[src/rtl/swr_pkg.sv]
package swr_pkg;

  typedef enum logic [2:0] {
    ST_RUN  = 3'd0,
    ST_IRQ  = 3'd1,
    ST_RST  = 3'd2,
    ST_STAB = 3'd3,
    ST_BKUP = 3'd4
  } swr_state_e;

  // larger of two counts, used to size the shared sequence counter
  function automatic int max2(input int a, input int b);
    return (a > b) ? a : b;
  endfunction

  // bits needed to hold values 0..n
  function automatic int cnt_bits(input int n);
    return (n < 2) ? 1 : $clog2(n + 1);
  endfunction

  // a filtered change counts when its new level equals the polarity bit
  function automatic logic polarity_hit(input logic new_lvl, input logic sel_rise);
    return new_lvl == sel_rise;
  endfunction

endpackage

[src/rtl/swr_pin_filter.sv]
module swr_pin_filter #(
  parameter int   SYNC_STAGES = 2,
  parameter int   FILT_LEN    = 4,
  parameter logic IDLE_LVL    = 1'b1
) (
  input  logic clk_i,
  input  logic rst_ni,
  input  logic pin_i,
  output logic chg_o,
  output logic nxt_o
);
  localparam int FCW = swr_pkg::cnt_bits(FILT_LEN);

  logic [SYNC_STAGES-1:0] sync_q;
  logic                   level_q;
  logic [FCW-1:0]         run_q;
  logic                   sync_out;
  logic                   differs;

  assign sync_out = sync_q[SYNC_STAGES-1];
  assign differs  = sync_out != level_q;
  assign chg_o    = differs && (run_q == FCW'(FILT_LEN - 1));
  assign nxt_o    = sync_out;

  always_ff @(posedge clk_i or negedge rst_ni) begin
    if (!rst_ni) begin
      sync_q  <= {SYNC_STAGES{IDLE_LVL}};
      level_q <= IDLE_LVL;
      run_q   <= '0;
    end else begin
      sync_q <= {sync_q[SYNC_STAGES-2:0], pin_i};
      if (chg_o) begin
        level_q <= sync_out;
        run_q   <= '0;
      end else if (differs) begin
        run_q <= run_q + 1'b1;
      end else begin
        run_q <= '0;
      end
    end
  end

  // the filtered level only moves after the synchronized input held still
  assert_filter_holds_R4: assert property (@(posedge clk_i) disable iff (!rst_ni)
    (level_q != $past(level_q)) |-> ($past(sync_out) == $past(sync_out, 2)));

  assert_run_bounded_R4: assert property (@(posedge clk_i) disable iff (!rst_ni)
    run_q < FCW'(FILT_LEN));

endmodule

[src/rtl/swr_seq_fsm.sv]
module swr_seq_fsm #(
  parameter int RST_CYCLES  = 4,
  parameter int STAB_CYCLES = 65536
) (
  input  logic clk_i,
  input  logic rst_ni,
  input  logic wake_evt_i,
  input  logic lowv_i,
  output logic wake_irq_o,
  output logic sys_rst_o,
  output logic core_ready_o,
  output logic osc_en_o
);
  import swr_pkg::*;

  localparam int CW = cnt_bits(max2(RST_CYCLES, STAB_CYCLES));

  swr_state_e state_q, state_d;
  logic [CW-1:0] cnt_q, cnt_d;
  logic rst_done, stab_done;

  assign rst_done  = cnt_q == CW'(RST_CYCLES - 1);
  assign stab_done = cnt_q == CW'(STAB_CYCLES - 1);

  always_comb begin
    state_d = state_q;
    cnt_d   = '0;
    unique case (state_q)
      ST_RUN:  if (wake_evt_i) state_d = ST_IRQ;
      ST_IRQ:  state_d = ST_RST;
      ST_RST:  if (rst_done) state_d = ST_STAB; else cnt_d = cnt_q + 1'b1;
      ST_STAB: if (stab_done) state_d = ST_RUN; else cnt_d = cnt_q + 1'b1;
      ST_BKUP: if (!lowv_i) state_d = ST_RST;
      default: state_d = ST_RST;
    endcase
    if (lowv_i) begin
      state_d = ST_BKUP;
      cnt_d   = '0;
    end
  end

  always_ff @(posedge clk_i or negedge rst_ni) begin
    if (!rst_ni) begin
      state_q <= ST_RST;
      cnt_q   <= '0;
    end else begin
      state_q <= state_d;
      cnt_q   <= cnt_d;
    end
  end

  assign wake_irq_o   = state_q == ST_IRQ;
  assign sys_rst_o    = (state_q == ST_RST) || (state_q == ST_BKUP);
  assign core_ready_o = state_q == ST_RUN;
  assign osc_en_o     = state_q != ST_BKUP;

  // checker counter: consecutive cycles with reset asserted, saturating
  logic [CW-1:0] rst_run_q;
  always_ff @(posedge clk_i or negedge rst_ni) begin
    if (!rst_ni) rst_run_q <= '0;
    else if (!sys_rst_o) rst_run_q <= '0;
    else if (rst_run_q < CW'(RST_CYCLES)) rst_run_q <= rst_run_q + 1'b1;
  end

  assert_irq_strobe_R1: assert property (@(posedge clk_i) disable iff (!rst_ni)
    wake_irq_o |=> !wake_irq_o);

  assert_irq_then_reset_R5: assert property (@(posedge clk_i) disable iff (!rst_ni)
    wake_irq_o |=> sys_rst_o);

  assert_reset_min_len_R5: assert property (@(posedge clk_i) disable iff (!rst_ni)
    $fell(sys_rst_o) |-> (rst_run_q >= CW'(RST_CYCLES)));

  assert_stab_hold_R6: assert property (@(posedge clk_i) disable iff (!rst_ni)
    $fell(sys_rst_o) |-> !core_ready_o);

  assert_no_irq_in_seq_R7: assert property (@(posedge clk_i) disable iff (!rst_ni)
    $past(sys_rst_o) |-> !wake_irq_o);

  assert_backup_entry_R8: assert property (@(posedge clk_i) disable iff (!rst_ni)
    lowv_i |=> (!osc_en_o && sys_rst_o && !core_ready_o));

  assert_backup_exit_R9: assert property (@(posedge clk_i) disable iff (!rst_ni)
    (!osc_en_o && !lowv_i) |=> (osc_en_o && sys_rst_o));

endmodule

[src/rtl/stop_wake_reset_ctrl.sv]
module stop_wake_reset_ctrl #(
  parameter int NUM_PINS    = 8,
  parameter int SYNC_STAGES = 2,
  parameter int FILT_LEN    = 4,
  parameter int RST_CYCLES  = 4,
  parameter int STAB_CYCLES = 65536
) (
  input  logic                clk_i,
  input  logic                rst_ni,
  input  logic [NUM_PINS-1:0] pins_i,
  input  logic                stop_i,
  input  logic                lowv_i,
  input  logic                edge_sel_we_i,
  input  logic [NUM_PINS-1:0] edge_sel_wd_i,
  output logic                wake_irq_o,
  output logic                sys_rst_o,
  output logic                core_ready_o,
  output logic                osc_en_o
);
  logic [NUM_PINS-1:0] edge_sel_q;
  logic [NUM_PINS-1:0] pin_chg;
  logic [NUM_PINS-1:0] pin_nxt;
  logic [NUM_PINS-1:0] pin_hit;
  logic                wake_evt;

  always_ff @(posedge clk_i or negedge rst_ni) begin
    if (!rst_ni) edge_sel_q <= '0;
    else if (edge_sel_we_i) edge_sel_q <= edge_sel_wd_i;
  end

  for (genvar g = 0; g < NUM_PINS; g++) begin : g_pin
    swr_pin_filter #(
      .SYNC_STAGES(SYNC_STAGES),
      .FILT_LEN   (FILT_LEN),
      .IDLE_LVL   (1'b1)
    ) u_filter (
      .clk_i (clk_i),
      .rst_ni(rst_ni),
      .pin_i (pins_i[g]),
      .chg_o (pin_chg[g]),
      .nxt_o (pin_nxt[g])
    );
    assign pin_hit[g] = pin_chg[g] && swr_pkg::polarity_hit(pin_nxt[g], edge_sel_q[g]);
  end

  assign wake_evt = stop_i && (|pin_hit);

  swr_seq_fsm #(
    .RST_CYCLES (RST_CYCLES),
    .STAB_CYCLES(STAB_CYCLES)
  ) u_seq (
    .clk_i       (clk_i),
    .rst_ni      (rst_ni),
    .wake_evt_i  (wake_evt),
    .lowv_i      (lowv_i),
    .wake_irq_o  (wake_irq_o),
    .sys_rst_o   (sys_rst_o),
    .core_ready_o(core_ready_o),
    .osc_en_o    (osc_en_o)
  );

  assert_no_wake_outside_stop_R2: assert property (@(posedge clk_i) disable iff (!rst_ni)
    wake_irq_o |-> $past(stop_i));

  assert_wake_needs_ready_R7: assert property (@(posedge clk_i) disable iff (!rst_ni)
    wake_irq_o |-> $past(core_ready_o));

endmodule

[config.mk]
export PLATFORM = sky130hd
export DESIGN_NAME = stop_wake_reset_ctrl
export DESIGN_NICKNAME = d
export VERILOG_FILES = /design/src/rtl/swr_pkg.sv /design/src/rtl/swr_pin_filter.sv /design/src/rtl/swr_seq_fsm.sv /design/src/rtl/stop_wake_reset_ctrl.sv
export SDC_FILE = /design/constraint.sdc
export NUM_CORES = 1
export LEC_CHECK = 0
export BUFFER_PORTS_ARGS = -buffer_cell sky130_fd_sc_hd__buf_2
export CORE_UTILIZATION = 40
export CTS_BUF_LIST = sky130_fd_sc_hd__clkbuf_4
export CTS_CLUSTER_DIAMETER = 100
export DETAILED_ROUTE_END_ITERATION = 10
export MAX_ROUTING_LAYER = met4
export PLACE_DENSITY = 0.62
export SLEW_MARGIN = 20
export SYNTH_ARGS = -nofsm -noshare
export SYNTH_HDL_FRONTEND = slang
export SYNTH_HIERARCHICAL = 1
export SYNTH_SLANG_ARGS = --single-unit
[constraint.sdc]
create_clock -name clk_i -period 2.65 [get_ports clk_i]
set_input_delay 0.265 -clock clk_i [delete_from_list [all_inputs] [get_ports clk_i]]
set_output_delay 0.265 -clock clk_i [all_outputs]
set_load 0.03 [all_outputs]
==> impl_metrics.toml <==
[sta]
hold_violations = 0
fin_ws_ns = 0.332
final.setup.tns_ns = 0
worst_slew_pin_slew_ns = 0.901
slew_violations = 0
fin_crit_ns = 2.32
max_freq_ghz = 0.431
fin_crit_sh_pct = 87.5
slew_headroom_pct = 39.9
fin_skew_ns = 0.00988
setup_violations = 0
rsz0062_at_grt = "false"

[critical_path]
cpLargestDelayFamily = "simple AND/OR/NAND/NOR gates"
critPathArrivalTime_ns = 2.62
required_ns = 2.95
slowest_delay_ns = 0.45
path_max_fanout = 9
cp_cell_sequence = "ha_1 > nand2_1 > nor3_1 > nand4_1 > inv_1 > ha_1 > nor3_1 > a21oi_4 > buf_4 > nor2_2"
critical_path_class = "register to register"
critPathCaptureType = "register"
cp_num_buf_inv = 2
slowest_stage = "dfrtp_1"
start_kind = "register"

[power]
combinationalPowerShare_pct = 22.3
p_int_mw = 1.95
p_sw_share_pct = 29.0
switching_power_mw = 0.794
peakVddDrop_mv = 0.280
power.share.clock_pct = 21.3
power_frac_seq_pct = 56.4
p_per_area_mw_per_mm2 = 718
leakage_nw = 1.58

[logic_synthesis]
postSynthAreaPerCell_um2 = 12.8
yosys.area.top_type_share_pct = 37.7
syn_area_mm2 = 0.00339
ys_types = 35
synthArstFlopShare_pct = 100
yosys_warnings = 6
ys.flop_type = "dfrtp_1"
synthTopCellsByArea = "dfrtp_1, dfstp_2, ha_1"
seq_area_frac_synth_pct = 57.1
synth_fp_nets = 304
yosysTopAreaCell = "dfrtp_1"
synthCells = 264
synth_edf_count = 0
ys_ff_latch = 76

[place]
post_dp_cell_area_mm2 = 0.00362
place_hpwl_um = 3520
pre_cts_slack_ns = 0.334
gp_congestion = 0.868
io_buffers = 24
placedCellCount = 391

[cells_and_area]
instances_no_fill = 416
layout-drive-gt1-share_pct = 34.4
fill_cells = 737
final_area_mm2 = 0.00382
layout.nets = 346
diodes = 0
syn2layout_area_growth_pct = 12.8
postLayoutCoreUtil_pct = 46.5

[global_routing]
use_met1_pct = 16.8
met3_usage_pct = 3.24
top_usage_layer = "met2"
met2_usage_pct = 20.9
grt_util_all_layers_pct = 13.7
grt_overflow_total = 0
antenna_found_initial = 0
grt_max_degree = 77
grt_pass1_wl_um = 8830
grt_pass1_vias = 1988

[clock_network]
clk_pin_slew_worst_paths_ns = 0.12
cts_buffers = 9
cts_sinks = 76
cts_root_buf = "clkbuf_4"
ctsLongestPathBuffers = 2
cts_resized = 0
insertion_delay_ns = 0.41
htreeDepth = 3
cts_tree = "done"

[die]
coreArea_mm2 = 0.00822
io_pins = 25
start_util_pct = 41.2
die_y_um = 94
rows = 33
die_w_um = 94
dieArea_mm2 = 0.00884

[job]
max_cap_viol_count = 0

[route]
drt-initial-drc-count = 68
vias_per_cell = 4.77
num_vias = 1983
route.detailed.drc = 0
postRouteAntennaNets = 0
wl_per_cell_um = 12.2
wirelength_um = 5090
firstDrtPassIters = 4

[status]
status = "finished clean"

[worst_hold_path]
hold_path.class = "primary input to register"
## cells in the final DEF, fill, tap and decap left out, types with 2 or more instances in the layout
master / count
clkbuf_4: 9
mux2_2: 16
xnor2_1: 27
a21oi_1: 2
nor2b_1: 9
buf_2: 23
nand2_1: 7
ha_1: 19
nand3_1: 7
nor2_2: 10
a22oi_1: 4
nor3_1: 20
nor4_1: 8
nor2_1: 13
dlygate4sd3_1: 9
xor2_1: 3
clkinv_2: 3
dfrtp_1: 51
nand4_1: 4
buf_4: 2
dfstp_2: 25
inv_1: 14
clkinvlp_4: 2
nor3b_2: 8
## registers in the layout, summed over array words and instances (netlist names)
| signal | flops |
|---|---|
| edge_sel_q | 8 |
| u_seq/state_q | 3 |
| g_pin.u_filter/sync_q | 16 |
| g_pin.u_filter/run_q | 24 |
| u_seq/cnt_q | 17 |
| g_pin.u_filter/level_q | 8 |
## cell families (layout without fill, tap and decap cells)
family          after synthesis  in the layout  share of synthesized area [%]
buf+inv                      17             64                           2.40
xor+xnor                     30             30                           7.76
flops                        76             76                           57.1
compound gates               10             10                           2.48
fa+ha+maj                    19             19                           7.02
mux                          16             16                           5.32
simple gates                 96             96                           17.9
## power groups by stage
stage                     clock, mW  combinational [mW]  sequential [mW]
after floorplan                   0               0.496             1.54
after global placement            0               0.599             1.56
after detailed placement          0               0.616             1.57
after CTS                     0.623               0.626             1.55
after global routing          0.671               0.711             1.58
final                         0.585               0.611             1.55
## per-stage QoR
stage | power, mW | hold slack, ns
after global placement | 2.16 | 0.346
after CTS | 2.80 | 0.0299
final | 2.74 | 0.0663
after floorplan | 2.04 | -0.0306
after global routing | 2.96 | 0.0349
after detailed placement | 2.19 | 0.347
## final cells by class
class	count	area, um^2	share of cell area (%)
Timing Repair Buffer	34	220	5.77
Sequential cell	76	1930	50.6
Tap cell	105	131	3.44
Multi-Input combinational cell	171	1370	35.9
Inverter	14	52.6	1.38
Clock buffer	9	67.6	1.77
Clock inverter	7	42.5	1.11
## routing by layer
| metal | part of all wire [%] | wire, um |
|---|---|---|
| met1 | 48 | 2450 |
| met2 | 48 | 2420 |
| met3 | 2.8 | 142 |
| met4 | 1.4 | 70 |
| met5 | 0 | 0 |
## synthesized netlist by cell type, types with 2 or more instances
| cell type | count |
|---|---|
| a22oi_1 | 4 |
| nor2_1 | 13 |
| nand2_1 | 7 |
| xnor2_1 | 27 |
| nand4_1 | 4 |
| dfstp_2 | 25 |
| nor4_1 | 8 |
| nor3b_2 | 8 |
| nor2b_1 | 9 |
| nor3_1 | 20 |
| inv_1 | 14 |
| mux2_2 | 16 |
| ha_1 | 19 |
| xor2_1 | 3 |
| nor2_2 | 10 |
| a21oi_1 | 2 |
| dfrtp_1 | 51 |
| nand3_1 | 7 |
## worst paths after layout
kind / to / depth (start not counted) / slack (ns) / start
max: u_seq/cnt_q[12] / 10 / 0.33 / u_seq/cnt_q[0]
max reg2reg: u_seq/cnt_q[12] / 10 / 0.33 / u_seq/cnt_q[0]
min: u_seq/state_q[2] / 1 / 0.07 / lowv_i
min reg2reg: g_pin[2].u_filter/sync_q[1] / 0 / 0.36 / g_pin[2].u_filter/sync_q[0]
max in group asynchronous: u_seq/cnt_q[14] / 2 / 1.55 / rst_ni
min in group asynchronous: g_pin[7].u_filter/run_q[1] / 2 / 0.52 / rst_ni
## repair_timing
item                      4_1_cts  5_1_grt
hold buffers                    9        0
hold endpoints to repair       24        0
buffers inserted                0        0
(Power assumes the default switching activity.)
